$ cat src/rtl/wtc_pkg.sv
`timescale 1ns/1ps
package wtc_pkg;
  localparam int REG_DW = 32;

  typedef enum logic [1:0] {
    CM_UP      = 2'd0,
    CM_UPDN    = 2'd1,
    CM_UP_RC   = 2'd2,
    CM_UPDN_RC = 2'd3
  } cmode_e;

  localparam logic [1:0] ACT_NONE = 2'd0;
  localparam logic [1:0] ACT_SET  = 2'd1;
  localparam logic [1:0] ACT_CLR  = 2'd2;
  localparam logic [1:0] ACT_TGL  = 2'd3;

  // declared MSB first
  typedef struct packed {
    logic [1:0] bSw;
    logic [1:0] bEv;
    logic [1:0] bRc;
    logic [1:0] bRb;
    logic [1:0] aSw;
    logic [1:0] aEv;
    logic [1:0] aRc;
    logic [1:0] aRa;
    logic       evTrig;
    logic [1:0] evSrc;
    logic [1:0] evEdge;
    logic       disOnRc;
    logic       stopOnRc;
    cmode_e     waveMode;
  } mode_t;

  localparam int MODE_W = $bits(mode_t);

  typedef struct packed {
    logic swTrig;
    logic extEv;
    logic clkOn;
    logic clkOff;
  } strobe_t;

  typedef struct packed {
    logic ovf;
    logic cmpA;
    logic cmpB;
    logic cmpC;
  } hit_t;

  localparam logic [2:0] ADR_CMD  = 3'd0;
  localparam logic [2:0] ADR_MODE = 3'd1;
  localparam logic [2:0] ADR_RA   = 3'd2;
  localparam logic [2:0] ADR_RB   = 3'd3;
  localparam logic [2:0] ADR_RC   = 3'd4;
  localparam logic [2:0] ADR_STAT = 3'd5;
  localparam logic [2:0] ADR_IEN  = 3'd6;
  localparam logic [2:0] ADR_IDIS = 3'd7;

  localparam int ST_OVF = 0;
  localparam int ST_CPA = 2;
  localparam int ST_CPB = 3;
  localparam int ST_CPC = 4;
  localparam int ST_EXT = 7;
  localparam int ST_CLK = 16;
  localparam int ST_MA  = 17;
  localparam int ST_MB  = 18;
  localparam logic [7:0] FLAG_MASK = 8'b1001_1101;

  function automatic logic applyAct(input logic cur, input logic [1:0] act);
    case (act)
      ACT_SET: applyAct = 1'b1;
      ACT_CLR: applyAct = 1'b0;
      ACT_TGL: applyAct = ~cur;
      default: applyAct = cur;
    endcase
  endfunction

  // highest-priority source with a non-zero action wins
  function automatic logic [1:0] pickAct(
    input logic evSw, input logic [1:0] actSw,
    input logic evEx, input logic [1:0] actEx,
    input logic evRc, input logic [1:0] actRc,
    input logic evCm, input logic [1:0] actCm);
    if (evSw && actSw != ACT_NONE)      pickAct = actSw;
    else if (evEx && actEx != ACT_NONE) pickAct = actEx;
    else if (evRc && actRc != ACT_NONE) pickAct = actRc;
    else if (evCm)                      pickAct = actCm;
    else                                pickAct = ACT_NONE;
  endfunction
endpackage

$ cat src/rtl/wtc_ctrl.sv
`timescale 1ns/1ps
module wtc_ctrl
  import wtc_pkg::*;
#(
  parameter int CNT_W = 16
) (
  input  logic              clk,
  input  logic              rstN,
  input  logic              regWr,
  input  logic              regRd,
  input  logic [2:0]        regAddr,
  input  logic [REG_DW-1:0] regWdata,
  output logic [REG_DW-1:0] regRdata,
  input  logic [2:0]        xcIn,
  input  logic              pinBIn,
  input  hit_t              hits,
  input  logic [CNT_W-1:0]  cnt,
  input  logic              clkEn,
  input  logic              outA,
  input  logic              outB,
  output mode_t             modeQ,
  output logic [CNT_W-1:0]  raQ,
  output logic [CNT_W-1:0]  rbQ,
  output logic [CNT_W-1:0]  rcQ,
  output strobe_t           strb,
  output logic              irq
);
  localparam int PAD_CNT  = REG_DW - CNT_W;
  localparam int PAD_MODE = REG_DW - MODE_W;

  logic       evSel, evPrevQ, evHit, evRise, evFall;
  logic       cmdWr, rdClr;
  logic [7:0] stickyQ, maskQ, newBits;
  logic [REG_DW-1:0] statWord;
  logic       unusedWdata;

  assign unusedWdata = ^regWdata;

  // event source and edge
  always_comb begin
    case (modeQ.evSrc)
      2'd0:    evSel = pinBIn;
      2'd1:    evSel = xcIn[0];
      2'd2:    evSel = xcIn[1];
      default: evSel = xcIn[2];
    endcase
  end

  assign evRise = evSel & ~evPrevQ;
  assign evFall = ~evSel & evPrevQ;

  always_comb begin
    case (modeQ.evEdge)
      2'd0:    evHit = 1'b0;
      2'd1:    evHit = evRise;
      2'd2:    evHit = evFall;
      default: evHit = evRise | evFall;
    endcase
  end

  always_ff @(posedge clk or negedge rstN) begin
    if (!rstN) evPrevQ <= 1'b0;
    else       evPrevQ <= evSel;
  end

  // command strobes
  assign cmdWr       = regWr && (regAddr == ADR_CMD);
  assign strb.clkOn  = cmdWr & regWdata[0];
  assign strb.clkOff = cmdWr & regWdata[1];
  assign strb.swTrig = cmdWr & regWdata[2];
  assign strb.extEv  = evHit;

  // configuration registers
  always_ff @(posedge clk or negedge rstN) begin
    if (!rstN) begin
      modeQ <= '0;
      raQ   <= '0;
      rbQ   <= '0;
      rcQ   <= '0;
    end else if (regWr) begin
      case (regAddr)
        ADR_MODE: modeQ <= mode_t'(regWdata[MODE_W-1:0]);
        ADR_RA:   raQ   <= regWdata[CNT_W-1:0];
        ADR_RB:   rbQ   <= regWdata[CNT_W-1:0];
        ADR_RC:   rcQ   <= regWdata[CNT_W-1:0];
        default: ;
      endcase
    end
  end

  // sticky status and interrupt mask
  always_comb begin
    newBits         = '0;
    newBits[ST_OVF] = hits.ovf;
    newBits[ST_CPA] = hits.cmpA;
    newBits[ST_CPB] = hits.cmpB;
    newBits[ST_CPC] = hits.cmpC;
    newBits[ST_EXT] = evHit;
  end

  assign rdClr = regRd && (regAddr == ADR_STAT);

  always_ff @(posedge clk or negedge rstN) begin
    if (!rstN) begin
      stickyQ <= '0;
      maskQ   <= '0;
    end else begin
      stickyQ <= rdClr ? newBits : (stickyQ | newBits);
      if (regWr && regAddr == ADR_IEN)
        maskQ <= maskQ | (regWdata[7:0] & FLAG_MASK);
      else if (regWr && regAddr == ADR_IDIS)
        maskQ <= maskQ & ~regWdata[7:0];
    end
  end

  assign irq = |(stickyQ & maskQ);

  always_comb begin
    statWord         = '0;
    statWord[7:0]    = stickyQ;
    statWord[ST_CLK] = clkEn;
    statWord[ST_MA]  = outA;
    statWord[ST_MB]  = outB;
  end

  always_comb begin
    case (regAddr)
      ADR_CMD:  regRdata = {{PAD_CNT{1'b0}}, cnt};
      ADR_MODE: regRdata = {{PAD_MODE{1'b0}}, modeQ};
      ADR_RA:   regRdata = {{PAD_CNT{1'b0}}, raQ};
      ADR_RB:   regRdata = {{PAD_CNT{1'b0}}, rbQ};
      ADR_RC:   regRdata = {{PAD_CNT{1'b0}}, rcQ};
      ADR_STAT: regRdata = statWord;
      ADR_IEN:  regRdata = {{(REG_DW-8){1'b0}}, maskQ};
      default:  regRdata = '0;
    endcase
  end

  a_r10_read_clears: assert property (@(posedge clk) disable iff (!rstN)
    (rdClr && newBits == 8'd0) |=> (stickyQ == 8'd0));

  a_r11_mask_off: assert property (@(posedge clk) disable iff (!rstN)
    (regWr && regAddr == ADR_IDIS && (&regWdata[7:0])) |=> !irq);
endmodule

$ cat src/rtl/wtc_datapath.sv
`timescale 1ns/1ps
module wtc_datapath
  import wtc_pkg::*;
#(
  parameter int CNT_W = 16
) (
  input  logic             clk,
  input  logic             rstN,
  input  logic             tick,
  input  mode_t            modeQ,
  input  logic [CNT_W-1:0] raQ,
  input  logic [CNT_W-1:0] rbQ,
  input  logic [CNT_W-1:0] rcQ,
  input  strobe_t          strb,
  output logic [CNT_W-1:0] cnt,
  output logic             clkEn,
  output logic             outA,
  output logic             outB,
  output hit_t             hits
);
  localparam logic [CNT_W-1:0] CNT_MAX = '1;
  localparam logic [CNT_W-1:0] CNT_ONE = CNT_W'(1);

  logic [CNT_W-1:0] cntQ, cntNxt, cntNew, topVal;
  logic upQ, upNxt, stopQ, pendQ, clkEnQ, outAQ, outBQ;
  logic run, load, upd, trigAny, autoTrig, evAnyA;
  logic [1:0] actA, actB;
  logic unusedMode;

  assign unusedMode = ^{modeQ.evEdge, modeQ.evSrc};

  assign run  = tick & clkEnQ & ~stopQ & ~pendQ;
  assign load = tick & pendQ;
  assign upd  = run | load;

  assign topVal = (modeQ.waveMode == CM_UPDN_RC) ? rcQ : CNT_MAX;

  // next count for a counting tick
  always_comb begin
    cntNxt = cntQ + CNT_ONE;
    upNxt  = 1'b1;
    if (modeQ.waveMode == CM_UPDN || modeQ.waveMode == CM_UPDN_RC) begin
      if (upQ) begin
        if (cntQ >= topVal) begin
          cntNxt = cntQ - CNT_ONE;
          upNxt  = 1'b0;
        end
      end else if (cntQ == '0) begin
        cntNxt = CNT_ONE;
      end else begin
        cntNxt = cntQ - CNT_ONE;
        upNxt  = 1'b0;
      end
    end
  end

  assign cntNew = load ? '0 : (run ? cntNxt : cntQ);

  assign hits.cmpA = upd && (cntNew == raQ);
  assign hits.cmpB = upd && (cntNew == rbQ);
  assign hits.cmpC = upd && (cntNew == rcQ);
  assign hits.ovf  = run && upQ && (cntQ == CNT_MAX);

  assign autoTrig = (modeQ.waveMode == CM_UP_RC) && hits.cmpC;
  assign trigAny  = strb.swTrig | (strb.extEv & modeQ.evTrig) | autoTrig;

  always_ff @(posedge clk or negedge rstN) begin
    if (!rstN) begin
      cntQ   <= '0;
      upQ    <= 1'b1;
      stopQ  <= 1'b0;
      pendQ  <= 1'b0;
      clkEnQ <= 1'b0;
    end else begin
      cntQ  <= cntNew;
      pendQ <= (pendQ & ~tick) | trigAny;
      if (load)     upQ <= 1'b1;
      else if (run) upQ <= upNxt;
      if (hits.cmpC && modeQ.stopOnRc) stopQ <= 1'b1;
      else if (load)                   stopQ <= 1'b0;
      if (strb.clkOff || (hits.cmpC && modeQ.disOnRc)) clkEnQ <= 1'b0;
      else if (strb.clkOn)                             clkEnQ <= 1'b1;
    end
  end

  // output actions
  assign actA = pickAct(strb.swTrig, modeQ.aSw, strb.extEv, modeQ.aEv,
                        hits.cmpC, modeQ.aRc, hits.cmpA, modeQ.aRa);
  assign actB = pickAct(strb.swTrig, modeQ.bSw, strb.extEv, modeQ.bEv,
                        hits.cmpC, modeQ.bRc, hits.cmpB, modeQ.bRb);
  assign evAnyA = strb.swTrig | strb.extEv | hits.cmpC | hits.cmpA;

  always_ff @(posedge clk or negedge rstN) begin
    if (!rstN) begin
      outAQ <= 1'b0;
      outBQ <= 1'b0;
    end else begin
      outAQ <= applyAct(outAQ, actA);
      outBQ <= applyAct(outBQ, actB);
    end
  end

  assign cnt   = cntQ;
  assign clkEn = clkEnQ;
  assign outA  = outAQ;
  assign outB  = outBQ;

  a_r5_off_wins: assert property (@(posedge clk) disable iff (!rstN)
    strb.clkOff |=> !clkEnQ);

  a_r6_stop_holds: assert property (@(posedge clk) disable iff (!rstN)
    (stopQ && !pendQ) |=> $stable(cntQ));

  a_r2_wrap: assert property (@(posedge clk) disable iff (!rstN)
    (run && modeQ.waveMode == CM_UP && cntQ == CNT_MAX) |=> (cntQ == '0));

  a_r7_outa_quiet: assert property (@(posedge clk) disable iff (!rstN)
    !evAnyA |=> $stable(outAQ));

  a_r9_sw_first: assert property (@(posedge clk) disable iff (!rstN)
    (strb.swTrig && modeQ.aSw == ACT_SET) |=> outAQ);
endmodule

$ cat src/rtl/wave_timer_chan.sv
`timescale 1ns/1ps
module wave_timer_chan
  import wtc_pkg::*;
#(
  parameter int CNT_W = 16
) (
  input  logic        clk,
  input  logic        rstN,
  input  logic        tick,
  input  logic [2:0]  xcIn,
  input  logic        pinBIn,
  input  logic        regWr,
  input  logic        regRd,
  input  logic [2:0]  regAddr,
  input  logic [31:0] regWdata,
  output logic [31:0] regRdata,
  output logic        outA,
  output logic        outB,
  output logic        irq
);
  mode_t            modeQ;
  strobe_t          strb;
  hit_t             hits;
  logic [CNT_W-1:0] raQ, rbQ, rcQ, cnt;
  logic             clkEn;

  wtc_ctrl #(.CNT_W(CNT_W)) uCtrl (
    .clk(clk), .rstN(rstN), .regWr(regWr), .regRd(regRd), .regAddr(regAddr),
    .regWdata(regWdata), .regRdata(regRdata), .xcIn(xcIn), .pinBIn(pinBIn),
    .hits(hits), .cnt(cnt), .clkEn(clkEn), .outA(outA), .outB(outB),
    .modeQ(modeQ), .raQ(raQ), .rbQ(rbQ), .rcQ(rcQ), .strb(strb), .irq(irq)
  );

  wtc_datapath #(.CNT_W(CNT_W)) uDp (
    .clk(clk), .rstN(rstN), .tick(tick), .modeQ(modeQ), .raQ(raQ), .rbQ(rbQ),
    .rcQ(rcQ), .strb(strb), .cnt(cnt), .clkEn(clkEn), .outA(outA),
    .outB(outB), .hits(hits)
  );
endmodule

$ cat config.mk
export PLATFORM = sky130hd
export DESIGN_NAME = wave_timer_chan
export DESIGN_NICKNAME = d
export VERILOG_FILES = /design/src/rtl/wtc_pkg.sv /design/src/rtl/wtc_ctrl.sv /design/src/rtl/wtc_datapath.sv /design/src/rtl/wave_timer_chan.sv
export SDC_FILE = /design/constraint.sdc
export NUM_CORES = 1
export LEC_CHECK = 0
export BUFFER_PORTS_ARGS = -buffer_cell sky130_fd_sc_hd__buf_2
export CAP_MARGIN = 25
export CORE_MARGIN = 4
export CORE_UTILIZATION = 55
export DETAILED_ROUTE_END_ITERATION = 16
export PLACE_DENSITY = 0.77
export SYNTH_ARGS = -nofsm -noshare
export SYNTH_HDL_FRONTEND = slang
export SYNTH_SLANG_ARGS = --single-unit
$ cat constraint.sdc
create_clock -name clk -period 5.5 [get_ports clk]
set_input_delay 0.275 -clock clk [delete_from_list [all_inputs] [get_ports clk]]
set_output_delay 0.275 -clock clk [all_outputs]
set_load 0.02 [all_outputs]
==> impl_metrics.yaml <==
hold_path:
  hold_path_class: "in2reg"
setup_path:
  path_cells: "nand2_1, or2_2, ha_1, and3_1, o21ai_0, a311oi_1, o31ai_2, buf_4, nor3_1, o31ai_1, buf_4, xnor2_1, nor2_1, nand3b_1, nor4_1, a22o_1"
  ff2ff_path_depth: 16
  slowest_stage: "o31ai_2"
  cp.arrival_ns: 5.47
  critical_path_class: "reg2reg"
  worst-path-buf-inv: 2
  cp.depth: 16
  reg2reg_to: "uDp.stopQ"
  worstSetupStartpoint: "uCtrl.modeQ[1]"
  crit_family: "simple AND/OR/NAND/NOR gates"
  endpoint_kind: "flip-flop"
  r2r_slack_ns: 0.33
  setup.worst_path.start_class: "flip-flop"
  critPathRequiredTime_ns: 5.80
  crit-reg2reg-launch: "uCtrl.modeQ[1]"
  cp_max_fo: 16
  max_stage_delay_ns: 0.83
  critPathMostFrequentCell: "buf_4"
  crit_path_end: "uDp.stopQ"
timing:
  final_min_period_over_clock_period_pct: 94.0
  period_minus_slack_ns: 5.17
  fmaxAchievable_ghz: 0.193
  drv_slew: 0
  finalSetupViolCount: 0
  grt_setup_unrepaired: "false"
  fin_ws_ns: 0.331
  hold_viol: 0
  worst_clock_skew_ns: 0.00566
  tightest_slew_ns: 1.01
  finalSetupTns_ns: 0
  max-slew-margin-rel_pct: 32.7
global_route:
  grt_antenna_before_repair: 1
  grt_pass1_wl_um: 42300
  grtUsageTotal_pct: 32.5
  grt_pass1_vias: 7443
  grt_overflow: 0
  grt_max_degree: 79
floorplanning:
  die_h_um: 131
  fp-row-count: 44
  ioPinCount: 79
  die_area_um2: 17100
  initial_core_util_pct: 56.7
  core-area_um2: 14600
  fp.dieW_um: 131
cells_and_area:
  stdcell_area_um2: 9020
  antenna_cells: 0
  syn_to_final_growth_pct: 8.72
  nets: 1001
  filler_cell_count: 1268
  final_core_util_pct: 61.6
  layout-drive-gt1-share_pct: 22.6
yosys:
  yosysWarningCount: 0
  synth_cell_types: 88
  yosysTopAreaCell: "dfrtp_1"
  ys_seq_elements: 109
  ys_top_cells_by_area: "dfrtp_1 (33%), mux2_2 (10%), mux2i_1 (4.2%)"
  synth_area_um2: 8300
  ys_seq_area_share_pct: 32.9
  syn_inst: 900
  synthArstFlopShare_pct: 100
  synth-edff-count: 0
  ys.flop_type: "dfrtp_1"
  avgSynthCellArea_um2: 9.22
  netlist.area_leader.share_pct: 32.6
route:
  ant_nets: 0
  vias_per_cell: 7.07
  firstDrtPassIters: 6
  wl_per_cell_um: 24.6
  drc: 0
  top_layer: "met5"
  drt-total-wl_um: 27600
  met1_length_um: 11300
  vias: 7943
  wl_met3_um: 3010
  dr_wl_met2_um: 12100
  first_iter_violations: 1064
run_status:
  status: "finished clean"
place:
  gp_congestion: 1.05
  io_buffers: 64
  post-place-ws_ns: 0.360
  place_area_um2: 8690
  hpwl_um: 20200
job:
  maxCapViolations: 0
clock_tree:
  cts_num_sinks: 109
  cts_inserted_buffers: 9
  clock_latency_ns: 0.36
  htreeDepth: 3
  root_buffer: "clkbuf_16"
  clk_pin_slew_ns: 0.07
  cts_tree: "yes"
  clockBufferDepth: 2
pwr:
  ir_drop_v: 0.000298
  p_leak_nw: 3.79
  power.density_nw_per_um2: 396
-- per-stage QoR --
step                power (mW)  hold WS [ns]  instances
global placement          2.84         0.234       1107
global route              3.75         0.148       1124
detailed placement        2.87         0.236       1107
CTS                       3.51         0.121       1123
finish                    3.57         0.131       1124
floorplan                 2.36       -0.0206        906
-- sequential cells by signal, summed over array words and instances (netlist names) --
| name | count |
|---|---|
| uCtrl.raQ | 16 |
| uCtrl.modeQ | 25 |
| uCtrl.rbQ | 16 |
| uDp.cnt | 16 |
| uDp.clkEn | 1 |
| uDp.outA | 1 |
| uDp.outB | 1 |
| uCtrl.stickyQ | 5 |
| uDp.upQ | 1 |
| uCtrl.rcQ | 16 |
| uDp.stopQ | 1 |
| uCtrl.maskQ | 8 |
| uDp.pendQ | 1 |
| uCtrl.evPrevQ | 1 |
-- layout by cell type (no fill, tap or decap), types with 6 or more instances in the layout --
master	n
nor2b_1	8
a31oi_1	15
nor2_1	61
nor3_1	13
mux2_2	76
o22ai_1	6
nor4_1	22
nand2b_1	8
conb_1	7
mux2i_1	35
buf_4	24
a21oi_1	34
a22o_1	7
and2_1	16
a22oi_1	11
xor2_1	11
xnor2_1	27
nand3_1	34
buf_2	63
and4_1	7
dfrtp_1	108
o21ai_0	40
ha_1	21
nand2_1	69
nand4_1	17
o211ai_1	8
o221ai_1	12
and3_1	13
inv_1	25
clkbuf_16	9
-- cells in the mapped netlist, drive strengths merged (11+ instances only) --
library cell	count
buf	30
a21oi	34
nor4	23
and3	13
o221ai	12
mux2	77
nand3	34
inv	25
dfrtp	108
mux2i	35
a22oi	11
o21ai	40
xnor2	28
nand4	19
a31oi	16
nand2	69
clkbuf	41
ha	21
xor2	11
nor2	61
nor3	14
and2	16
-- how the worst min path moves through the flow --
stage                      endpoint         start  slack [ns]  cells after the start
floorplan             uCtrl.evPrevQ          rstN       -0.02                      0
global placement       uCtrl.rcQ[4]          rstN        0.23                      1
detailed placement     uCtrl.rcQ[4]          rstN        0.24                      1
CTS                 uCtrl.modeQ[19]  regWdata[19]        0.12                      3
global route        uCtrl.modeQ[24]  regWdata[24]        0.15                      2
finish              uCtrl.modeQ[19]  regWdata[19]        0.13                      3
-- final cells by class --
type / instances / area, um^2 / share of cell area [%]
multi-input cells: 700 / 5130 / 56.8
clock inverters: 6 / 60.1 / 0.666
flip-flops and latches: 109 / 2730 / 30.2
clock buffers: 9 / 225 / 2.50
repair buffers: 90 / 553 / 6.13
inverters: 26 / 97.6 / 1.08
well taps: 184 / 230 / 2.55
-- worst reg2reg max path: cells and delay by family (launching register included) --
kind            cells  cell delay (ns)
fa+ha+maj           1             0.27
buf+inv             2             0.48
xor+xnor            1             0.07
flops               1             0.41
compound gates      5             1.92
simple gates        7             1.94
-- cell families after synthesis --
logic type               synth area share [%]
flip-flops                               32.9
adder cells (fa/ha/maj)                  3.17
multiplexers                             15.8
AO/OA/AOI/OAI                            18.5
AND/OR/NAND/NOR                          19.6
XOR/XNOR                                 4.21
other                                  0.0452
buffers and inverters                    5.82
-- metal layers --
| layer | track usage, % | vias up |
|---|---|---|
| li1 | - | 3458 |
| met1 | 44.6 | 3888 |
| met2 | 49.4 | 490 |
| met3 | 8.41 | 105 |
| met4 | 13.1 | 2 |
| met5 | 0 | - |
-- repair_timing --
item / CTS / global route
setup endpoints to repair: 0 / 2
hold endpoints to repair: 31 / 0
hold buffers: 1 / 0
gates resized for setup: 0 / 1
setup buffers: 0 / 0
-- power breakdown --
part | switching [mW] | internal, mW
combinational | 0.945 | 0.654
clock | 0.316 | 0.314
sequential | 0.361 | 0.980
Note: power is estimated with default switching activity, not from simulation.
